--- config.mk ---
export PLATFORM = sky130hd
export DESIGN_NAME = tport_seq
export DESIGN_NICKNAME = d
export VERILOG_FILES = /design/src/rtl/tport_pkg.sv /design/src/rtl/tport_pacer.sv /design/src/rtl/tport_ctrl.sv /design/src/rtl/tport_seq.sv
export SDC_FILE = /design/constraint.sdc
export NUM_CORES = 1
export LEC_CHECK = 0
export BUFFER_PORTS_ARGS = -buffer_cell sky130_fd_sc_hd__clkbuf_2
export CAP_MARGIN = 20
export CELL_PAD_IN_SITES_DETAIL_PLACEMENT = 1
export CELL_PAD_IN_SITES_GLOBAL_PLACEMENT = 1
export CORE_MARGIN = 8
export CORE_UTILIZATION = 39
export DETAILED_ROUTE_END_ITERATION = 10
export PLACE_DENSITY_LB_ADDON = 0.2
export SLEW_MARGIN = 40
export SYNTH_ARGS = -nofsm -noshare
export SYNTH_HDL_FRONTEND = slang
export SYNTH_SLANG_ARGS = --single-unit
--- constraint.sdc ---
create_clock -name clk -period 6.82 [get_ports clk]
set_clock_uncertainty 0.05 [all_clocks]
set_input_delay 1.023 -clock clk [delete_from_list [all_inputs] [get_ports clk]]
set_output_delay 1.023 -clock clk [all_outputs]
set_load 0.02 [all_outputs]
--- src/rtl/tport_pkg.sv ---
package tport_pkg;
  typedef enum logic [3:0] {
    ST_IDLE,
    ST_ASET, ST_ACKH, ST_ACKL,
    ST_DSET, ST_DCKH, ST_DCKL,
    ST_RWAIT,
    ST_CLO1, ST_CHI, ST_CLO2
  } tport_state_t;
endpackage

--- src/rtl/tport_pacer.sv ---
module tport_pacer #(
  parameter int CW       = 8,
  parameter int DEF_STEP = 4
) (
  input  logic          clk,
  input  logic          rst,
  input  logic          load,
  input  logic          use_wait,
  input  logic [CW-1:0] step_len,
  input  logic [CW-1:0] wait_len,
  output logic          expired
);
  localparam logic [CW-1:0] DEF_V = CW'(DEF_STEP);
  localparam logic [CW-1:0] ONE_V = CW'(1);

  logic [CW-1:0] cnt;
  logic [CW-1:0] eff_step, eff_wait, eff_len;

  always_comb begin
    eff_step = (step_len == '0) ? DEF_V : step_len;
    eff_wait = (wait_len == '0) ? ONE_V : wait_len;
    eff_len  = use_wait ? eff_wait : eff_step;
  end

  always_ff @(posedge clk) begin
    if (rst)            cnt <= '0;
    else if (load)      cnt <= eff_len - ONE_V;
    else if (cnt != '0) cnt <= cnt - ONE_V;
  end

  assign expired = (cnt == '0);
endmodule

--- src/rtl/tport_ctrl.sv ---
module tport_ctrl
  import tport_pkg::*;
#(
  parameter int PW    = 8,
  parameter int REQ_W = 16
) (
  input  logic             clk,
  input  logic             rst,
  input  logic             req_valid,
  input  logic             req_write,
  input  logic [REQ_W-1:0] req_addr,
  input  logic [REQ_W-1:0] req_wdata,
  input  logic             clr_req,
  input  logic             expired,
  output logic             load,
  output logic             use_wait,
  output logic             busy,
  output logic [PW-1:0]    rd_data,
  output logic             rd_done,
  output logic             req_reject,
  output logic             tst_clk,
  output logic             tst_en,
  output logic [PW-1:0]    tst_din,
  input  logic [PW-1:0]    tst_dout,
  output logic             tst_clr
);
  localparam int HI_W = REQ_W - PW;

  tport_state_t state, nxt;
  logic          is_wr_q;
  logic [PW-1:0] wdata_q;
  logic          idle, bad, accept;

  assign idle   = (state == ST_IDLE);
  assign bad    = (req_addr[REQ_W-1 -: HI_W] != '0) ||
                  (req_write && (req_wdata[REQ_W-1 -: HI_W] != '0));
  assign accept = idle && !clr_req && req_valid && !bad;

  always_comb begin
    nxt = state;
    if (idle) begin
      if (clr_req)    nxt = ST_CLO1;
      else if (accept) nxt = ST_ASET;
    end else if (expired) begin
      case (state)
        ST_ASET:  nxt = ST_ACKH;
        ST_ACKH:  nxt = ST_ACKL;
        ST_ACKL:  nxt = is_wr_q ? ST_DSET : ST_RWAIT;
        ST_DSET:  nxt = ST_DCKH;
        ST_DCKH:  nxt = ST_DCKL;
        ST_CLO1:  nxt = ST_CHI;
        ST_CHI:   nxt = ST_CLO2;
        default:  nxt = ST_IDLE;
      endcase
    end
  end

  assign load     = (nxt != state) && (nxt != ST_IDLE);
  assign use_wait = (nxt == ST_RWAIT);

  always_ff @(posedge clk) begin
    if (rst) begin
      state      <= ST_IDLE;
      is_wr_q    <= 1'b0;
      wdata_q    <= '0;
      busy       <= 1'b0;
      rd_data    <= '0;
      rd_done    <= 1'b0;
      req_reject <= 1'b0;
      tst_clk    <= 1'b0;
      tst_en     <= 1'b0;
      tst_din    <= '0;
      tst_clr    <= 1'b0;
    end else begin
      state      <= nxt;
      busy       <= (nxt != ST_IDLE);
      tst_clk    <= (nxt == ST_ACKH) || (nxt == ST_DCKH);
      tst_en     <= (nxt == ST_ASET) || (nxt == ST_ACKH) || (nxt == ST_ACKL);
      tst_clr    <= (nxt == ST_CHI);
      req_reject <= idle && !clr_req && req_valid && bad;
      rd_done    <= 1'b0;
      if (accept) begin
        is_wr_q <= req_write;
        wdata_q <= req_wdata[PW-1:0];
        tst_din <= req_addr[PW-1:0];
      end
      if (nxt == ST_DSET && state != ST_DSET) tst_din <= wdata_q;
      if (state == ST_RWAIT && expired) begin
        rd_data <= tst_dout;
        rd_done <= 1'b1;
      end
    end
  end


  port_excl_chk: assert property (@(posedge clk) disable iff (rst)
    !(tst_clk && tst_clr));

  idle_quiet_chk: assert property (@(posedge clk) disable iff (rst)
    !busy |-> (!tst_clk && !tst_en && !tst_clr));

  done_pulse_chk: assert property (@(posedge clk) disable iff (rst)
    rd_done |=> !rd_done);

  reject_idle_chk: assert property (@(posedge clk) disable iff (rst)
    req_reject |-> !busy);

  din_hold_chk: assert property (@(posedge clk) disable iff (rst)
    tst_clk |-> $stable(tst_din));

  en_drop_chk: assert property (@(posedge clk) disable iff (rst)
    $fell(tst_en) |-> !tst_clk);
endmodule

--- src/rtl/tport_seq.sv ---
module tport_seq #(
  parameter int PW       = 8,
  parameter int REQ_W    = 16,
  parameter int CW       = 8,
  parameter int DEF_STEP = 4
) (
  input  logic             clk,
  input  logic             rst,
  input  logic [CW-1:0]    step_len,
  input  logic [CW-1:0]    rd_wait,
  input  logic             req_valid,
  input  logic             req_write,
  input  logic [REQ_W-1:0] req_addr,
  input  logic [REQ_W-1:0] req_wdata,
  input  logic             clr_req,
  output logic             busy,
  output logic [PW-1:0]    rd_data,
  output logic             rd_done,
  output logic             req_reject,
  output logic             tst_clk,
  output logic             tst_en,
  output logic [PW-1:0]    tst_din,
  input  logic [PW-1:0]    tst_dout,
  output logic             tst_clr
);
  logic load, use_wait, expired;

  tport_pacer #(.CW(CW), .DEF_STEP(DEF_STEP)) u_pacer (
    .clk(clk), .rst(rst), .load(load), .use_wait(use_wait),
    .step_len(step_len), .wait_len(rd_wait), .expired(expired)
  );

  tport_ctrl #(.PW(PW), .REQ_W(REQ_W)) u_ctrl (
    .clk(clk), .rst(rst),
    .req_valid(req_valid), .req_write(req_write),
    .req_addr(req_addr), .req_wdata(req_wdata), .clr_req(clr_req),
    .expired(expired), .load(load), .use_wait(use_wait),
    .busy(busy), .rd_data(rd_data), .rd_done(rd_done),
    .req_reject(req_reject), .tst_clk(tst_clk), .tst_en(tst_en),
    .tst_din(tst_din), .tst_dout(tst_dout), .tst_clr(tst_clr)
  );
endmodule

==> impl_metrics.json <==
{
  "status": "finished, final reports clean",
  "cp-end-kind": "flip-flop",
  "hold_buffers": 0,
  "dp_cells": 407,
  "synth_top_family_by_area": "compound AO/OA/AOI/OAI gates",
  "hp-class": "flip-flop to flip-flop",
  "start_kind": "input pin",
  "io_pins": 83,
  "overflow": 0,
  "final_cell_count_no_fill": 414,
  "yosys.cell_count.top_type": "dfxtp_1",
  "start_util_pct": 39.82,
  "worst_pin_slew_ns": 0.7556,
  "yosysWarnings": 0,
  "synth-edff-count": 0,
  "ant_nets": 0,
  "rows": 28,
  "die_y_um": 93.29,
  "core_um2": 5851,
  "wl_mm": 6.938,
  "clock-sinks": 43,
  "synthTopCellsByCount": "43 x dfxtp_1, 38 x nor2_1, 29 x mux2i_1",
  "cts_resized": 0,
  "critPathRequiredTime_ns": 7.00,
  "synthSimpleGateAreaFrac_pct": 22.40,
  "crit_fanout": 19,
  "drt_iter0_markers": 65,
  "n_fill_cell": 722,
  "htree_levels": 2,
  "clk_transition_reported_paths_ns": 0.09,
  "synthesis.area_um2": 2330,
  "async_flop_share_pct": 0,
  "relSlewSlack_pct": 49.63,
  "clkLatencyLatePin_ns": 0.30,
  "drive_gt1_share_pct": 30.97,
  "yosys-mux-area-fraction_pct": 12.46,
  "yosys.area.top_type_share_pct": 36.95,
  "worstPathCellList": "clkbuf_2 -> nor4_1 -> a21boi_1 -> nor3_2 -> buf_4 -> o21bai_2 -> a21oi_2 -> o31ai_1 -> ha_1 -> inv_1 -> a311o_1 -> or3_1 -> a21oi_1",
  "yosysTopAreaCell": "dfxtp_1",
  "drt_pass1_iterations": 4,
  "grt_pass1_vias": 2342,
  "ys_types": 56,
  "cts_tree": "yes",
  "synthTopCellsByArea": "dfxtp_1 37%, mux2i_1 12%, nor2_1 6.1%, a211oi_1 4.5%, a21oi_1 2.6%",
  "drv_slew": 0,
  "avgViaCountPerCell": 5.478,
  "cts_max_path_buffers": 2,
  "synth.yosys.seq_area_share_pct": 36.95,
  "fin_crit_ns": 4.083,
  "grtUsageTotal_pct": 15.97,
  "synthFlopType": "dfxtp_1",
  "crit_buf_inv": 3,
  "syn-num-nets": 326,
  "leakage_nw": 1.269,
  "cp_data_arrival_time_ns": 4.27,
  "grt_pass1_wl_mm": 11.25,
  "postCtsSetupBuffers": 0,
  "hold_viol": 0,
  "io_buffers": 82,
  "synth_xor_area_share_pct": 0,
  "cp_slowest_stage_delay_ns": 0.47,
  "p_per_area_nw_per_um2": 356.3,
  "die_area_um2": 8703,
  "root_buffer": "clkbuf_8",
  "die_w_um": 93.29,
  "synthAdderAreaFrac_pct": 0.5371,
  "maxCapViolations": 0,
  "cts_buffers": 5,
  "ir_drop_uv": 138.8,
  "max_freq_mhz": 244.9,
  "fin_setup_tns_ns": 0,
  "grt_max_degree": 37,
  "crit_type": "input pin to flip-flop",
  "ys_seq_elements": 43,
  "synthCells": 264,
  "hpwl_mm": 5.407,
  "antenna_found_initial": 0,
  "syn_avg_cell_area_um2": 8.825,
  "wl_per_cell_um": 16.76,
  "routabilityCongestion": 0.8806,
  "synth_compound_area_share_pct": 23.25,
  "critPathTopFamily": "compound AO/OA/AOI/OAI gates",
  "finalSetupViolCount": 0,
  "syn_to_final_growth_pct": 21.97,
  "period_share_pct": 59.86,
  "num_vias": 2268,
  "slowest_stage": "o31ai_1",
  "layout.nets": 401,
  "rsz0062_at_grt": "no",
  "drc": 0,
  "diodes": 0
}
==> worst min-delay path, cell delays in order, from the launching register on <==
cell      delay (ns)
dfxtp_1         0.31
nor2_1          0.09
a211oi_1        0.05
==> metrics by stage <==
step	power [mW]	hold slack, ns	setup WS [ns]	util (%)	cell area (um^2)
after floorplan	0.7376	0.4111	3.199	-	2330
after global placement	0.8520	0.4240	2.598	47.16	2759
after detailed placement	0.8569	0.4331	2.429	47.16	2759
after CTS	1.017	0.4544	2.732	48.57	2841
after global routing	1.091	0.4730	2.349	48.57	2841
final	1.012	0.4505	2.737	48.57	2841
==> worst paths after layout <==
path | from | to | slack [ns] | depth (start not counted)
min | u_ctrl.wdata_q[2] | u_ctrl.tst_din[2] | 0.45 | 2
min reg2reg | u_ctrl.wdata_q[2] | u_ctrl.tst_din[2] | 0.45 | 2
max reg2reg | u_ctrl.state[3] | u_pacer.cnt[4] | 2.96 | 11
max | req_wdata[13] | u_pacer.cnt[4] | 2.74 | 13
==> cell type report <==
cell class | count | area (um^2) | share of cell area [%]
Timing Repair Buffer | 83 | 417.9 | 14.71
Clock buffer | 5 | 68.82 | 2.422
Inverter | 4 | 15.01 | 0.5284
Multi-Input combinational cell | 202 | 1371 | 48.26
Clock inverter | 2 | 13.76 | 0.4844
Tap cell | 75 | 93.84 | 3.303
Sequential cell | 43 | 860.8 | 30.29
==> kinds of logic after synthesis <==
family	Yosys count
flops	43
simple gates	97
buf+inv	19
fa+ha+maj	1
mux	29
compound gates	75
==> registers in the layout, indices dropped and copies added, names as in the netlist, 4 cells and up <==
signal          flops
u_ctrl.wdata_q      8
u_ctrl.tst_din      8
u_pacer.cnt         8
u_ctrl.state        4
u_ctrl.rd_data      8
==> layout by cell type, fill, tap and decap left out, types with 3 or more instances in the layout <==
cell	Yosys	routed
a211o_1	3	3
or3_1	3	3
a21oi_1	12	12
o31ai_1	4	4
nand2_1	12	12
o211a_1	3	3
o21ai_0	7	7
nor3_1	8	7
o211ai_1	3	3
a211oi_1	14	14
nor2_1	38	38
dfxtp_1	43	43
clkbuf_8	0	5
nand4_1	4	4
nor4_1	7	7
inv_1	3	3
nand3_1	6	6
a31oi_1	8	8
clkbuf_2	0	82
mux2i_1	29	29
==> layer usage <==
metal	GRT usage, %	up-vias	wire [um]
met4	4.430	0	57
met2	25.73	49	3344
met3	5.048	5	413
li1	-	1136	-
met5	0	-	0
met1	19.92	1078	3123
==> power breakdown <==
part           switching [mW]  internal (mW)
combinational           0.322          0.203
sequential             0.0467          0.282
clock                  0.0882         0.0701
total                   0.457          0.555
Power figures use the tool's default switching activity.
